### src/rtl/rrs_pkg.sv
package rrs_pkg;
    localparam logic [2:0] CMD_IDLE = 3'd0;
    localparam logic [2:0] CMD_WR   = 3'd1;
    localparam logic [2:0] CMD_RD   = 3'd2;

    localparam logic [2:0] RSP_NONE = 3'd0;
    localparam logic [2:0] RSP_DATA = 3'd1;
    localparam logic [2:0] RSP_ERR  = 3'd3;

    // Any non-idle command other than a write expects a response.
    function automatic logic wants_resp(input logic [2:0] cmd);
        return (cmd != CMD_IDLE) && (cmd != CMD_WR);
    endfunction
endpackage

### src/rtl/rrs_regbank.sv
module rrs_regbank #(
    parameter int NREG   = 8,
    parameter int DATA_W = 32,
    localparam int IDX_W = (NREG > 1) ? $clog2(NREG) : 1
) (
    input  logic              clk,
    input  logic              rst_n,
    input  logic              wr_en,
    input  logic [IDX_W-1:0]  wr_idx,
    input  logic [DATA_W-1:0] wr_data,
    input  logic [IDX_W-1:0]  rd_idx,
    output logic [DATA_W-1:0] rd_data
);
    typedef struct packed {
        logic [NREG-1:0][DATA_W-1:0] word;
    } bank_t;

    bank_t bank_d, bank_q;

    always_comb begin
        bank_d = bank_q;
        for (int i = 0; i < NREG; i++) begin
            if (wr_en && (32'(wr_idx) == i)) begin
                bank_d.word[i] = wr_data;
            end
        end
    end

    always_ff @(posedge clk) begin
        if (!rst_n) bank_q <= '0;
        else        bank_q <= bank_d;
    end

    assign rd_data = bank_q.word[rd_idx];
endmodule

### src/rtl/rrs_throttle.sv
module rrs_throttle #(
    parameter int STALL_CYC = 1,
    localparam int CNT_W = $clog2(STALL_CYC + 2)
) (
    input  logic clk,
    input  logic rst_n,
    input  logic fire,
    output logic open
);
    typedef struct packed {
        logic [CNT_W-1:0] left;
    } thr_t;

    thr_t thr_d, thr_q;

    always_comb begin
        thr_d = thr_q;
        if (fire) begin
            thr_d.left = CNT_W'(STALL_CYC);
        end else if (thr_q.left != '0) begin
            thr_d.left = thr_q.left - 1'b1;
        end
    end

    always_ff @(posedge clk) begin
        if (!rst_n) thr_q <= '0;
        else        thr_q <= thr_d;
    end

    assign open = (thr_q.left == '0);
endmodule

### src/rtl/rrs_resp_pipe.sv
module rrs_resp_pipe #(
    parameter int RESP_LAT = 4,
    parameter int MAX_OUT  = 2,
    parameter int DATA_W   = 32,
    localparam int OCW = $clog2(MAX_OUT + 2)
) (
    input  logic              clk,
    input  logic              rst_n,
    input  logic              push,
    input  logic [2:0]        push_code,
    input  logic [DATA_W-1:0] push_data,
    output logic [2:0]        out_code,
    output logic [DATA_W-1:0] out_data,
    output logic              full
);
    import rrs_pkg::*;

    typedef struct packed {
        logic              vld;
        logic [2:0]        code;
        logic [DATA_W-1:0] data;
    } slot_t;

    typedef struct packed {
        slot_t [RESP_LAT-1:0] stg;
        logic  [OCW-1:0]      pend;
    } pipe_t;

    pipe_t pipe_d, pipe_q;
    slot_t head;

    assign head = pipe_q.stg[RESP_LAT-1];

    always_comb begin
        pipe_d = pipe_q;
        pipe_d.stg[0].vld  = push;
        pipe_d.stg[0].code = push ? push_code : RSP_NONE;
        pipe_d.stg[0].data = push ? push_data : '0;
        for (int i = 1; i < RESP_LAT; i++) begin
            pipe_d.stg[i] = pipe_q.stg[i-1];
        end
        pipe_d.pend = pipe_q.pend + OCW'(push) - OCW'(head.vld);
    end

    always_ff @(posedge clk) begin
        if (!rst_n) pipe_q <= '0;
        else        pipe_q <= pipe_d;
    end

    assign full     = (pipe_q.pend >= OCW'(MAX_OUT));
    assign out_code = head.vld ? head.code : RSP_NONE;
    assign out_data = (head.vld && head.code == RSP_DATA) ? head.data : '0;
endmodule

### src/rtl/req_resp_slave.sv
module req_resp_slave #(
    parameter int ADDR_W    = 8,
    parameter int DATA_W    = 32,
    parameter int NREG      = 8,
    parameter int RESP_LAT  = 4,
    parameter int STALL_CYC = 1,
    parameter int MAX_OUT   = 2
) (
    input  logic              clk,
    input  logic              rst_n,
    input  logic [2:0]        m_cmd,
    input  logic [ADDR_W-1:0] m_addr,
    input  logic [DATA_W-1:0] m_wdata,
    output logic              s_accept,
    output logic [2:0]        s_resp,
    output logic [DATA_W-1:0] s_rdata
);
    import rrs_pkg::*;

    localparam int IDX_W = (NREG > 1) ? $clog2(NREG) : 1;

    logic              open, full, fire, in_range, rd_like;
    logic              wr_en, push;
    logic [IDX_W-1:0]  idx;
    logic [DATA_W-1:0] bank_rd;
    logic [2:0]        push_code;
    logic [DATA_W-1:0] push_data;

    assign rd_like  = wants_resp(m_cmd);
    assign in_range = ({1'b0, m_addr} < (ADDR_W+1)'(NREG));
    assign idx      = IDX_W'(m_addr);

    assign s_accept = open && !(rd_like && full);
    assign fire     = s_accept && (m_cmd != CMD_IDLE);

    assign wr_en     = fire && (m_cmd == CMD_WR) && in_range;
    assign push      = fire && rd_like;
    assign push_code = ((m_cmd == CMD_RD) && in_range) ? RSP_DATA : RSP_ERR;
    assign push_data = (push_code == RSP_DATA) ? bank_rd : '0;

    rrs_throttle #(.STALL_CYC(STALL_CYC)) u_thr (
        .clk  (clk),
        .rst_n(rst_n),
        .fire (fire),
        .open (open)
    );

    rrs_regbank #(.NREG(NREG), .DATA_W(DATA_W)) u_bank (
        .clk    (clk),
        .rst_n  (rst_n),
        .wr_en  (wr_en),
        .wr_idx (idx),
        .wr_data(m_wdata),
        .rd_idx (idx),
        .rd_data(bank_rd)
    );

    rrs_resp_pipe #(.RESP_LAT(RESP_LAT), .MAX_OUT(MAX_OUT), .DATA_W(DATA_W)) u_pipe (
        .clk      (clk),
        .rst_n    (rst_n),
        .push     (push),
        .push_code(push_code),
        .push_data(push_data),
        .out_code (s_resp),
        .out_data (s_rdata),
        .full     (full)
    );
endmodule

### config.mk
export PLATFORM = sky130hd
export DESIGN_NAME = req_resp_slave
export DESIGN_NICKNAME = d
export VERILOG_FILES = /design/src/rtl/rrs_pkg.sv /design/src/rtl/rrs_regbank.sv /design/src/rtl/rrs_throttle.sv /design/src/rtl/rrs_resp_pipe.sv /design/src/rtl/req_resp_slave.sv
export SDC_FILE = /design/constraint.sdc
export NUM_CORES = 1
export LEC_CHECK = 0
export BUFFER_PORTS_ARGS = -buffer_cell sky130_fd_sc_hd__buf_2
export CAP_MARGIN = 40
export CORE_AREA = 2 2 196 198
export CTS_CLUSTER_DIAMETER = 80
export DETAILED_ROUTE_END_ITERATION = 10
export DIE_AREA = 0 0 198 200
export SETUP_SLACK_MARGIN = 0.02
export SYNTH_ARGS = -nofsm -noshare
export SYNTH_HDL_FRONTEND = slang
export SYNTH_HIERARCHICAL = 1
export SYNTH_SLANG_ARGS = --single-unit
### constraint.sdc
create_clock -name clk -period 5 [get_ports clk]
set_clock_uncertainty 0.2 [all_clocks]
set_input_delay 0.5 -clock clk [delete_from_list [all_inputs] [get_ports clk]]
set_output_delay 0.5 -clock clk [all_outputs]
set_load 0.02 [all_outputs]
* Word level (Yosys, flattened, before mapping)
Index checks and enable logic that the tools add are counted.
** Word-level totals
- Logic and storage cells :: 75
- Bits in registers :: 404
- Input port bits :: 45
- Output and inout bits :: 36
** Cells by class
- Muxes and demuxes :: 7
- Bitwise operators :: 1
- Add/sub/neg operators :: 3
- Reductions and logical operators :: 26
- Eq/ne operators :: 12
- $lt $le $gt $ge :: 3
** Operators by type and width (count)
- $bmux 32 s3 :: 1
- $mux 32 :: 2
- $logic_and 1x1->1 :: 17
- $eq 3x3->1 const B :: 4
- $eq 3x1->1 const B :: 3
- $eq 3x2->1 const B :: 3
- $lt 8x4->1 const B :: 1
- $lt 3x4->1 const B :: 1
- $reduce_bool 2->1 :: 2
- $logic_not 3->1 :: 1
- $mux 3 :: 1
- $ne 3x1->1 const B :: 1
- $reduce_and 3->1 :: 1
- $reduce_bool 3->1 :: 1
- $add 2x1->2 :: 1
- $eq 2x1->1 const B :: 1
- $ge 2x2->1 const B :: 1
- $logic_not 2->1 :: 1
- $mux 1 :: 2
- $mux 2 :: 1
- $reduce_and 2->1 :: 1
- $reduce_or 2->1 :: 1
- $sub 2x1->2 :: 1
- $sub 2x1->2 const B :: 1
- 2 further kinds :: 2

* Depth between registers and ports, before layout
- Depth after elaboration :: 9
- Mapped depth :: 10
- Gate-level depth less buffers :: 7

* Cells and area by module
The synthesis kept the hierarchy.
** By module, submodules not included
- rrs_regbank :: area an instance 11788.8 um^2, times used 1, sequential area each 5124.9 um^2, cells each 1277
- rrs_resp_pipe :: area an instance 4236.6 um^2, times used 1, sequential area each 2922.8 um^2, cells each 356
- req_resp_slave :: area an instance 593.1 um^2, times used 1, sequential area each 0.0 um^2, cells each 85
- rrs_throttle :: area an instance 113.9 um^2, times used 1, sequential area each 40.0 um^2, cells each 11

* Worst setup path before layout
Ideal clock, no wire load.
- Kind :: input -> register
- Start :: input port m_addr[6]
- End :: register u_bank/bank_q[53] (netlist bit)
- Library setup time :: 0.070 ns
- Cell stages on the path :: 8
- Buffers on the path :: 3
- Data required time :: 4.730 ns
- Arrival time :: 2.528 ns
- Setup slack :: 2.202 ns
- Path through :: or4_1 -> nor4_1 -> buf_2 -> and4bb_2 -> buf_2 -> buf_2 -> nand2_1 -> a21boi_1
** Between the ends
- Cells in the longest elaborated chain, start to end :: 3
** Ends and longest elaborated chain
- start, declared :: line req_resp_slave.sv:12 : input logic [ADDR_W-1:0] m_addr,
- $lt 8x4->1 :: line req_resp_slave.sv:30 : assign in_range = ({1'b0, m_addr} < (ADDR_W+1)'(NREG));
- $logic_and 1x1->1 :: line req_resp_slave.sv:36 : assign wr_en = fire && (m_cmd == CMD_WR) && in_range;
- net wr_en :: line req_resp_slave.sv:23 : logic wr_en, push;
- $logic_and 1x1->1 :: line rrs_regbank.sv:23 : if (wr_en && (32'(wr_idx) == i)) begin
- end signal, assigned :: line rrs_regbank.sv:31 : else bank_q <= bank_d;
- end, declared :: line rrs_regbank.sv:18 : bank_t bank_d, bank_q;
The timed path passes the listed nets, and every way through them passes these cells.
A chain may end at the register's enable or synchronous reset.

* Final worst setup path
- Start :: input port m_addr[6]
- End :: register u_bank/bank_q[192] (netlist bit)
The elaborated chain is that of the path after synthesis.

==> run metrics <==
hold buffers post-CTS=0; Reg2Reg Setup Slack=2.29 ns; met3 Track Usage GR=0.0331; maximum VDD drop=0.229 mV; final hold vios=0; CP startpoint kind=input port; Critical Path AT=2.98 ns; register area share after synthesis=0.483; fin nets=1762; Ys Warns=6; Sw Share=0.222; R2R Path End=u_bank/bank_q[192]$_SDFFE_PN0P_; number of routed nets with antenna violations=0; Mapped Cells=1729; TritonCTS Buffers=43; CP most frequent cell=buf_4; critical path peak fanout=23; Clock power frac=0.465; slowest CP cell=nand4b_1; worst slew pin tran=0.722 ns; Root Buffer=clkbuf_16; WHS Path Cells=3; Async SR Flop Fraction=0; RSZ-0062 raised after global routing=no; Worst Setup End Kind=flip-flop; Vias per Instance=5.09; post-synth cell types=39; layout cell share with drive strength beyond 1=0.169; most used routing layer=met2; fill cell count=3473; critical-path cell list=buf_2 -> or4_1 -> nor4_2 -> buf_4 -> nand4b_1 -> buf_4 -> nand2_1 -> a21boi_0; Multi-input gate area=0.00760 mm2; number of global-route vias before repair=10.8k; setup tns final=0 ns; IO Pins=81; DIE WIDTH=198 um; reg-to-reg startpoint=u_thr/thr_q[1]$_SDFFE_PP0P_; clock-pin slew on the worst setup and hold paths=0.06 ns; die area=0.0396 mm2; Sink Count=404; final wirelength=38200 um; clock period minus worst slack=2.76 ns; Initial DRC Count=738; Post-synth EDFFs=0; count leader, synth=nand2_1; worst r2r path cells=9; sequential share of power=0.477; part of the power in combinational logic=0.058; H-tree depth=2; cell type with the highest aggregate area in the netlist=dfxtp_1; total of max-cap violations=0; slowest cell delay on critical path=0.60 ns; Cell Int Power=5.32 mW; slew margin rel.=0.516; postcts setup bufs=0; detailed-route via count=11.5k; total power=6.84 mW; hold path endpoint=u_bank/bank_q[114]$_SDFFE_PN0P_; Lkg Pwr=6.97 nW; CP required=5.22 ns; Final Cycle Share=0.552; die span in y=200 um; Reg area=0.00809 mm2; FF+latch count, synth=404; Switch Pwr=1.52 mW; floorplan core area=0.0374 mm2; initial antenna violation count=4; synth-to-layout area growth=11.9%; largest net degree at the start of global routing=127; Post-Syn Nets=1778; post-layout util=0.501; WL/cell=16.9 um; CP Class=input port to flip-flop; post-synth top area share=0.483; Synth area leaders=dfxtp_1, nand2_1, a21boi_1, and2_1, mux4_2; Mean Syn Cell Area=9.68 um2; M2 GR Usage=0.309; final count of negative-setup-slack endpoints=0; Skew-Pair Late Insertion Delay=0.54 ns; HPWL Detailed=22300 um; Routability Congestion=0.731; synth cell count leaders=nand2_1, dfxtp_1, a21boi_1; hold path start=m_wdata[18]; I/O Buffers=80; Total GRT Usage=0.195; row count=71; prevailing post-synth register cell=dfxtp_1; CTS Buffer Depth=3; Initial Util=0.447; CTS tree=yes; DR pass1 iterations=5; drt drc=0; Hold Path Class=input port to flip-flop; Slew Viols, Final=0; Max Fclk=362 MHz; status=completed; first-pass GRT wire length=60500 um; antenna cell count=0; GR Util met1=0.276; gr ovfl total=0; Resized cells post-CTS=0; P per Cell Area=365 mW/mm2; Cell Area, Synth=0.0167 mm2
-- cell usage in the layout, fill, tap and decap left out, types with 8 or more instances in the layout --
| master | n |
|---|---|
| nand2_1 | 513 |
| dfxtp_1 | 404 |
| a21boi_1 | 240 |
| and2_1 | 146 |
| buf_2 | 77 |
| clkbuf_16 | 43 |
| inv_1 | 37 |
| mux4_2 | 37 |
| and3_1 | 35 |
| mux2_2 | 32 |
| nor3_2 | 30 |
| mux4_1 | 27 |
| buf_4 | 22 |
| a21boi_0 | 16 |
| clkbuf_8 | 13 |
| clkinv_2 | 10 |
| clkbuf_1 | 8 |
-- through the flow --
stage               hold slack [ns]  area [um2]  instances  setup slack [ns]
floorplan                     0.212       16700       1729              2.20
finish                       0.0637       18700       2258              2.24
detailed placement            0.217       17300       2179              1.74
global placement              0.215       17100       2170              1.78
global route                 0.0605       18700       2258              2.12
CTS                          0.0498       18700       2258              2.28
-- sequential cells by signal, indices dropped and copies added (netlist names) --
name           cells
u_bank/bank_q    256
u_pipe/head       36
u_pipe/pipe_d    108
u_pipe/pipe_q      2
u_thr/thr_q        2
-- kinds of logic (layout without fill, tap and decap cells) --
logic type,Yosys count,in the layout,share of synthesized area
mux,96,96,0.114
simple gates,752,752,0.216
fa+ha+maj,4,4,0.00299
other cells,2,2,0.000449
buf+inv,209,227,0.0642
flops,404,404,0.483
compound gates,260,260,0.117
xor+xnor,2,2,0.00187
-- layer usage --
| layer | part of all wire | wire [um] |
|---|---|---|
| met5 | 0.0014 | 55 |
| met4 | 0.018 | 685 |
| met3 | 0.053 | 2020 |
| met2 | 0.44 | 16800 |
| met1 | 0.49 | 18700 |
-- critical path: cells and delay by family --
family	cells	cell delay, ns
compound gates	1	0.08
buf+inv	3	0.86
simple gates	4	1.53
-- how the worst max path moves through the flow --
stage | slack [ns] | end | start
after floorplan | 2.20 | u_bank/bank_q[53]$_SDFFE_PN0P_ | m_addr[6]
after global placement | 1.78 | u_bank/bank_q[223]$_SDFFE_PN0P_ | m_addr[6]
after detailed placement | 1.74 | u_bank/bank_q[192]$_SDFFE_PN0P_ | m_addr[6]
after CTS | 2.28 | u_bank/bank_q[192]$_SDFFE_PN0P_ | m_addr[6]
after global routing | 2.12 | u_bank/bank_q[209]$_SDFFE_PN0P_ | u_thr/thr_q[0]$_SDFFE_PN0P_
final | 2.24 | u_bank/bank_q[192]$_SDFFE_PN0P_ | m_addr[6]
-- area by class of cell --
class | instances | area share
multi-input combinational | 1116 | 0.406
clock inverter | 16 | 0.00888
sequential | 404 | 0.432
timing repair buffer | 111 | 0.0443
clock buffer | 63 | 0.0679
inverter | 37 | 0.00741
tap | 511 | 0.0341
-- power by group through the flow --
stage          Combinational [mW]  Clock (mW)  Sequential [mW]
6_report                    0.399        3.18             3.26
4_1_cts                     0.402        3.25             3.26
2_1_floorplan               0.300           0             3.33
5_1_grt                     0.437        3.40             3.26
3_3_place_gp                0.387           0             3.33
3_5_place_dp                0.401           0             3.33
(Power assumes the default switching activity.)
